<file path="src/rtl/csr_ring_pkg.sv">
package csr_ring_pkg;
   localparam int WORD_W = 16;
   typedef logic [WORD_W-1:0] word_t;

   // master word bit positions
   localparam int B_INIT = 0;
   localparam int B_STRT = 1;
   localparam int B_STOP = 2;
   localparam int B_TXON = 4;
   localparam int B_RXON = 5;
   localparam int B_INEA = 6;
   localparam int B_INTR = 7;
   localparam int B_IDON = 8;
   localparam int B_ERR  = 15;
   localparam int EVT_LO = 8;
   localparam int EVT_HI = 14;
   localparam int ERR_LO = 11;
   localparam int EVT_W  = EVT_HI - EVT_LO + 1;

   localparam word_t CSR0_RESET = word_t'(1) << B_STOP;

   // rebuild the two summary bits from the flag field
   function automatic word_t summarize(input word_t w);
      word_t r;
      r = w;
      r[B_ERR]  = |w[EVT_HI:ERR_LO];
      r[B_INTR] = |w[EVT_HI:EVT_LO];
      return r;
   endfunction
endpackage

</file>
<file path="src/rtl/csr_ptr_dec.sv">
module csr_ptr_dec
   import csr_ring_pkg::*;
#(
   parameter int NREG  = 4,
   parameter int PTR_W = (NREG > 1) ? $clog2(NREG) : 1
) (
   input  logic             clk,
   input  logic             rst_n,
   input  logic             bus_wr,
   input  logic             bus_sel,
   input  word_t            bus_wdata,
   output logic [PTR_W-1:0] ptr_q,
   output logic [NREG-1:0]  reg_we
);
   logic ptr_ok;

   assign ptr_ok = (32'(bus_wdata) < NREG);

   always_ff @(posedge clk) begin
      if (!rst_n) begin
         ptr_q <= '0;
      end else if (bus_wr && bus_sel && ptr_ok) begin
         ptr_q <= bus_wdata[PTR_W-1:0];
      end
   end

   for (genvar i = 0; i < NREG; i++) begin : g_we
      assign reg_we[i] = bus_wr && !bus_sel && (ptr_q == PTR_W'(i));
   end
endmodule

</file>
<file path="src/rtl/csr0_ctrl.sv">
module csr0_ctrl
   import csr_ring_pkg::*;
(
   input  word_t            cur,
   input  logic             wr,
   input  word_t            wdata,
   input  logic [EVT_W-1:0] evt,
   output word_t            nxt
);
   word_t r;

   always_comb begin
      r = cur;
      if (wr && wdata[B_STOP]) begin
         nxt = CSR0_RESET;
      end else begin
         if (wr) begin
            r[EVT_HI:EVT_LO] = r[EVT_HI:EVT_LO] & ~wdata[EVT_HI:EVT_LO];
            r[B_INEA] = wdata[B_INEA];
            if (wdata[B_INIT]) begin
               r[B_INIT] = 1'b1;
               r[B_IDON] = 1'b1;
               r[B_STOP] = 1'b0;
            end else if (wdata[B_STRT]) begin
               r[B_STRT] = 1'b1;
               r[B_RXON] = 1'b1;
               r[B_TXON] = 1'b1;
               r[B_STOP] = 1'b0;
            end
         end
         if (!cur[B_STOP]) begin
            r[EVT_HI:EVT_LO] = r[EVT_HI:EVT_LO] | evt;
         end
         nxt = summarize(r);
      end
   end
endmodule

</file>
<file path="src/rtl/csr_aux_regs.sv">
module csr_aux_regs
   import csr_ring_pkg::*;
#(
   parameter int NREG = 4,
   localparam int NAUX = NREG - 1
) (
   input  logic                   clk,
   input  logic                   rst_n,
   input  logic [NREG-1:0]        we,
   input  word_t                  wdata,
   output logic [NAUX*WORD_W-1:0] regs_flat
);
   for (genvar i = 1; i < NREG; i++) begin : g_reg
      word_t q;
      always_ff @(posedge clk) begin
         if (!rst_n) begin
            q <= '0;
         end else if (we[i]) begin
            q <= wdata;
         end
      end
      assign regs_flat[(i-1)*WORD_W +: WORD_W] = q;
   end
endmodule

</file>
<file path="src/rtl/csr_ring_host_if.sv">
module csr_ring_host_if
   import csr_ring_pkg::*;
#(
   parameter int NREG      = 4,
   parameter bit REG_RDATA = 1'b0
) (
   input  logic        clk,
   input  logic        rst_n,
   input  logic        bus_wr,
   input  logic        bus_sel,
   input  logic [15:0] bus_wdata,
   output logic [15:0] bus_rdata,
   input  logic [6:0]  evt_set,
   output logic        irq,
   output logic [31:0] init_ptr,
   output logic [2:0]  bus_mode
);
   localparam int PTR_W = (NREG > 1) ? $clog2(NREG) : 1;
   localparam int NAUX  = NREG - 1;

   if (NREG < 4) begin : g_bad_nreg
      $error("csr_ring_host_if: NREG must be at least 4");
   end
   if (WORD_W != 16) begin : g_bad_width
      $error("csr_ring_host_if: word width must be 16");
   end

   logic [PTR_W-1:0]        ptr_q;
   logic [NREG-1:0]         reg_we;
   word_t                   csr0_q;
   word_t                   csr0_d;
   logic [NAUX*WORD_W-1:0]  aux_flat;
   word_t                   rd_word;

   csr_ptr_dec #(.NREG(NREG), .PTR_W(PTR_W)) u_ptr (
      .clk      (clk),
      .rst_n    (rst_n),
      .bus_wr   (bus_wr),
      .bus_sel  (bus_sel),
      .bus_wdata(bus_wdata),
      .ptr_q    (ptr_q),
      .reg_we   (reg_we)
   );

   csr0_ctrl u_csr0 (
      .cur  (csr0_q),
      .wr   (reg_we[0]),
      .wdata(bus_wdata),
      .evt  (evt_set),
      .nxt  (csr0_d)
   );

   always_ff @(posedge clk) begin
      if (!rst_n) csr0_q <= CSR0_RESET;
      else        csr0_q <= csr0_d;
   end

   csr_aux_regs #(.NREG(NREG)) u_aux (
      .clk      (clk),
      .rst_n    (rst_n),
      .we       (reg_we),
      .wdata    (bus_wdata),
      .regs_flat(aux_flat)
   );

   always_comb begin
      rd_word = '0;
      if (bus_sel) begin
         rd_word = word_t'(ptr_q);
      end else if (ptr_q == '0) begin
         rd_word = csr0_q;
      end else begin
         for (int i = 1; i < NREG; i++) begin
            if (ptr_q == PTR_W'(i)) rd_word = aux_flat[(i-1)*WORD_W +: WORD_W];
         end
      end
   end

   if (REG_RDATA) begin : g_rd_reg
      word_t rd_q;
      always_ff @(posedge clk) begin
         if (!rst_n) rd_q <= '0;
         else        rd_q <= rd_word;
      end
      assign bus_rdata = rd_q;
   end else begin : g_rd_comb
      assign bus_rdata = rd_word;
   end

   assign irq      = csr0_q[B_INTR] & csr0_q[B_INEA];
   assign init_ptr = {aux_flat[WORD_W +: WORD_W], aux_flat[0 +: WORD_W]};
   assign bus_mode = aux_flat[2*WORD_W +: 3];
endmodule

</file>
<file path="config.mk">
export PLATFORM = sky130hd
export DESIGN_NAME = csr_ring_host_if
export DESIGN_NICKNAME = d
export VERILOG_FILES = /design/src/rtl/csr_ring_pkg.sv /design/src/rtl/csr_ptr_dec.sv /design/src/rtl/csr0_ctrl.sv /design/src/rtl/csr_aux_regs.sv /design/src/rtl/csr_ring_host_if.sv
export SDC_FILE = /design/constraint.sdc
export NUM_CORES = 1
export LEC_CHECK = 0
export BUFFER_PORTS_ARGS = -buffer_cell sky130_fd_sc_hd__buf_2
export CORE_UTILIZATION = 25
export DETAILED_ROUTE_END_ITERATION = 16
export GPL_ROUTABILITY_DRIVEN = 0
export GPL_TIMING_DRIVEN = 0
export PLACE_DENSITY = 0.55
export SLEW_MARGIN = 20
export SYNTH_ARGS = -nofsm -noshare
export SYNTH_HDL_FRONTEND = slang
export SYNTH_SLANG_ARGS = --single-unit
</file>
<file path="constraint.sdc">
create_clock -name clk -period 4.28 [get_ports clk]
set_input_delay 0.214 -clock clk [delete_from_list [all_inputs] [get_ports clk]]
set_output_delay 0.214 -clock clk [all_outputs]
set_load 0.02 [all_outputs]
</file>
==> flow_metrics.env <==
export IMPL_power_switching_w=0.000324
export IMPL_path_cells="buf_4, buf_2, buf_2, mux4_2, nor2b_1, buf_2"
export IMPL_avgViaCountPerCell=4.48
export IMPL_synthMuxAreaShare=0.116
export IMPL_p_per_area_nw_per_um2=368
export IMPL_cts_buffers=9
export IMPL_wl_um=10200
export IMPL_cp_slowest_cell="buf_2"
export IMPL_cts_hold_fix_buffers=0
export IMPL_finalNonFillerCells=639
export IMPL_worst_pin_slew_ps=702
export IMPL_cts_max_level=3
export IMPL_synth_top_family_by_area="simple AND/OR/NAND/NOR gates"
export IMPL_power_share_clock=0.549
export IMPL_synth_adder_area_share=0
export IMPL_syn_nets=401
export IMPL_synth_edf_count=0
export IMPL_leakagePower_nw=1.75
export IMPL_holdCritPathClass="in -> reg"
export IMPL_total_power_w=0.00154
export IMPL_cp_max_fo=10
export IMPL_period_share=0.560
export IMPL_cp_arrival_ps=2180
export IMPL_synth_top_area_cell="dfxtp_1"
export IMPL_finalCriticalPeriod_ps=2400
export IMPL_max_freq_mhz=417
export IMPL_cts_tree="yes"
export IMPL_status="finished clean"
export IMPL_rows=41
export IMPL_maxSlewHeadroom=0.532
export IMPL_synthSimpleGateAreaFrac=0.213
export IMPL_drv_slew=0
export IMPL_cts_root_buf="clkbuf_16"
export IMPL_routedWlPerCell_um=15.9
export IMPL_startpoint_type="flop"
export IMPL_synth_top_cells_by_area="dfxtp_1 (39%), nand2_1 (13%), a21boi_0 (11%), buf_4 (8.6%), mux4_1 (4.9%)"
export IMPL_skew_ps=6.43
export IMPL_yosys_area_top_type_share=0.390
export IMPL_die_y_um=116
export IMPL_pwr_share_seq=0.389
export IMPL_clk_insertion_delay_late_ps=320
export IMPL_syn_avg_cell_area_um2=8.64
export IMPL_port_buffers=77
export IMPL_drc_errors=0
export IMPL_yosysUniqueCellTypes=36
export IMPL_clk_pin_slew_ps=60
export IMPL_hold_violations=0
export IMPL_ys_warn_count=0
export IMPL_synthMostInstantiatedCell="nand2_1"
export IMPL_swShare=0.211
export IMPL_rsz0062_at_grt="false"
export IMPL_cp_slowest_stage_delay_ps=350
export IMPL_cp_common_cell="buf_2"
export IMPL_antenna_found_initial=0
export IMPL_comb_power_share=0.062
export IMPL_cts_sinks=63
export IMPL_postCtsSetupBuffers=0
export IMPL_detailed_place_hpwl_um=7360
export IMPL_required_ps=4070
export IMPL_crit_type="reg -> out"
export IMPL_grt_max_degree=12
export IMPL_area_delta_synth_final_pct=29.3
export IMPL_core_area_um2=12600
export IMPL_synthArstFlopShare=0
export IMPL_synth_compound_area_share=0.157
export IMPL_cts_max_path_buffers=2
export IMPL_ys_ff_latch=63
export IMPL_die_x_um=116
export IMPL_antenna_left=0
export IMPL_grt_usage=0.157
export IMPL_first_pass_iters=4
export IMPL_io_pins=79
export IMPL_die_area_um2=13400
export IMPL_internal_power_w=0.00121
export IMPL_min_path_cells=3
export IMPL_ir_worst_vdd_mv=0.181
export IMPL_yosys_most_used_dff="dfxtp_1"
export IMPL_synth_xor_area_frac=0
export IMPL_vias=2865
export IMPL_cts_resized=0
export IMPL_drt_iter0_drc=197
export IMPL_seq_area_frac_synth=0.390
export IMPL_setup_viol=0
export IMPL_placed_cells=623
export IMPL_grt_pass1_vias=2819
export IMPL_reg2regPathDepth=6
export IMPL_maxCapViolations=0
export IMPL_n_fill_cell=1375
export IMPL_fin_tns_setup_ps=0
export IMPL_grt_first_pass_wirelength_um=15400
export IMPL_cp_end_kind="primary output"
export IMPL_grt_overflow=0
export IMPL_synth_commonest_cells="nand2_1 (115), dfxtp_1 (63), a21boi_0 (46), buf_4 (37), nor2_1 (14)"
export IMPL_synthCells=374
export IMPL_nNetsFinal=489
export IMPL_start_util=0.256
export IMPL_drive_gt1_frac=0.325
export IMPL_antenna_cells=0
export IMPL_synth_area_um2=3230
export IMPL_utilization=0.331
kinds of logic after synthesis:
family | after synthesis
simple gates | 158
compound gates | 70
flops | 63
buf+inv | 63
mux | 20
worst max-delay path, delay by kind of cell, from the launching register on:
kind | cells | cell delay (ps)
buffers and inverters | 4 | 1050
flip-flops | 1 | 310
multiplexers | 1 | 340
AND/OR/NAND/NOR | 1 | 160
power groups by stage:
stage | Clock (W) | Sequential, W | Combinational, W
final | 0.000845 | 0.000598 | 0.0000959
after global routing | 0.000878 | 0.000598 | 0.000103
after CTS | 0.000852 | 0.000598 | 0.0000958
after detailed placement | 0 | 0.000610 | 0.0000954
after global placement | 0 | 0.000610 | 0.0000947
after floorplan | 0 | 0.000609 | 0.0000504
registers in the layout, summed over array words and instances (netlist names):
register / flops
u_aux.g.q: 48
csr0_q: 13
u_ptr.ptr_q: 2
path summary, 6_finish.rpt:
kind                               startpoint                           endpoint  slack, ps
max               u_ptr.ptr_q[0]$_SDFFE_PN0P_                      bus_rdata[14]       1880
min                                evt_set[6]              csr0_q[14]$_SDFF_PP0_        160
max reg2reg       u_ptr.ptr_q[0]$_SDFFE_PN0P_  u_aux.g_reg[3].q[14]$_SDFFE_PN0P_       2320
min reg2reg  u_aux.g_reg[3].q[7]$_SDFFE_PN0P_   u_aux.g_reg[3].q[7]$_SDFFE_PN0P_        450
area by class of cell:
type / count / area, um^2 / area share
well taps: 172 / 215 / 0.0515
repair buffers: 77 / 385 / 0.0922
inverters: 4 / 15.0 / 0.00359
multi-input cells: 248 / 1570 / 0.376
plain buffers: 59 / 385 / 0.0922
clock buffers: 10 / 239 / 0.0572
flip-flops and latches: 63 / 1260 / 0.302
clock inverters: 6 / 108 / 0.0257
layer usage:
| metal | vias to the layer above | track usage | wire (um) |
|---|---|---|---|
| met5 | - | 0 | 0 |
| met4 | 0 | 0.0470 | 115 |
| met2 | 94 | 0.261 | 4740 |
| met1 | 1357 | 0.208 | 4740 |
| met3 | 10 | 0.0288 | 560 |
| li1 | 1404 | - | - |
through the flow:
stage | instance area, um^2 | hold WS, ps | worst slack (ps)
after floorplan | 3230 | 349 | 2530
after global placement | 3830 | 443 | 2200
after detailed placement | 3830 | 446 | 2190
after CTS | 4180 | 160 | 1830
after global routing | 4180 | 172 | 1720
final | 4180 | 163 | 1880
layout by cell type, fill, tap and decap left out, drive strengths merged, types with 3 or more instances in the layout:
cell type,count
buf,124
nand2,115
dfxtp,63
a21boi,48
clkbuf,22
nor2,14
nor2b,13
mux4,12
a21oi,7
mux2i,5
inv,4
o21ai,4
mux2,3
bufinv,3
nor4b,3
No activity file was read; power rests on OpenSTA's default activity.
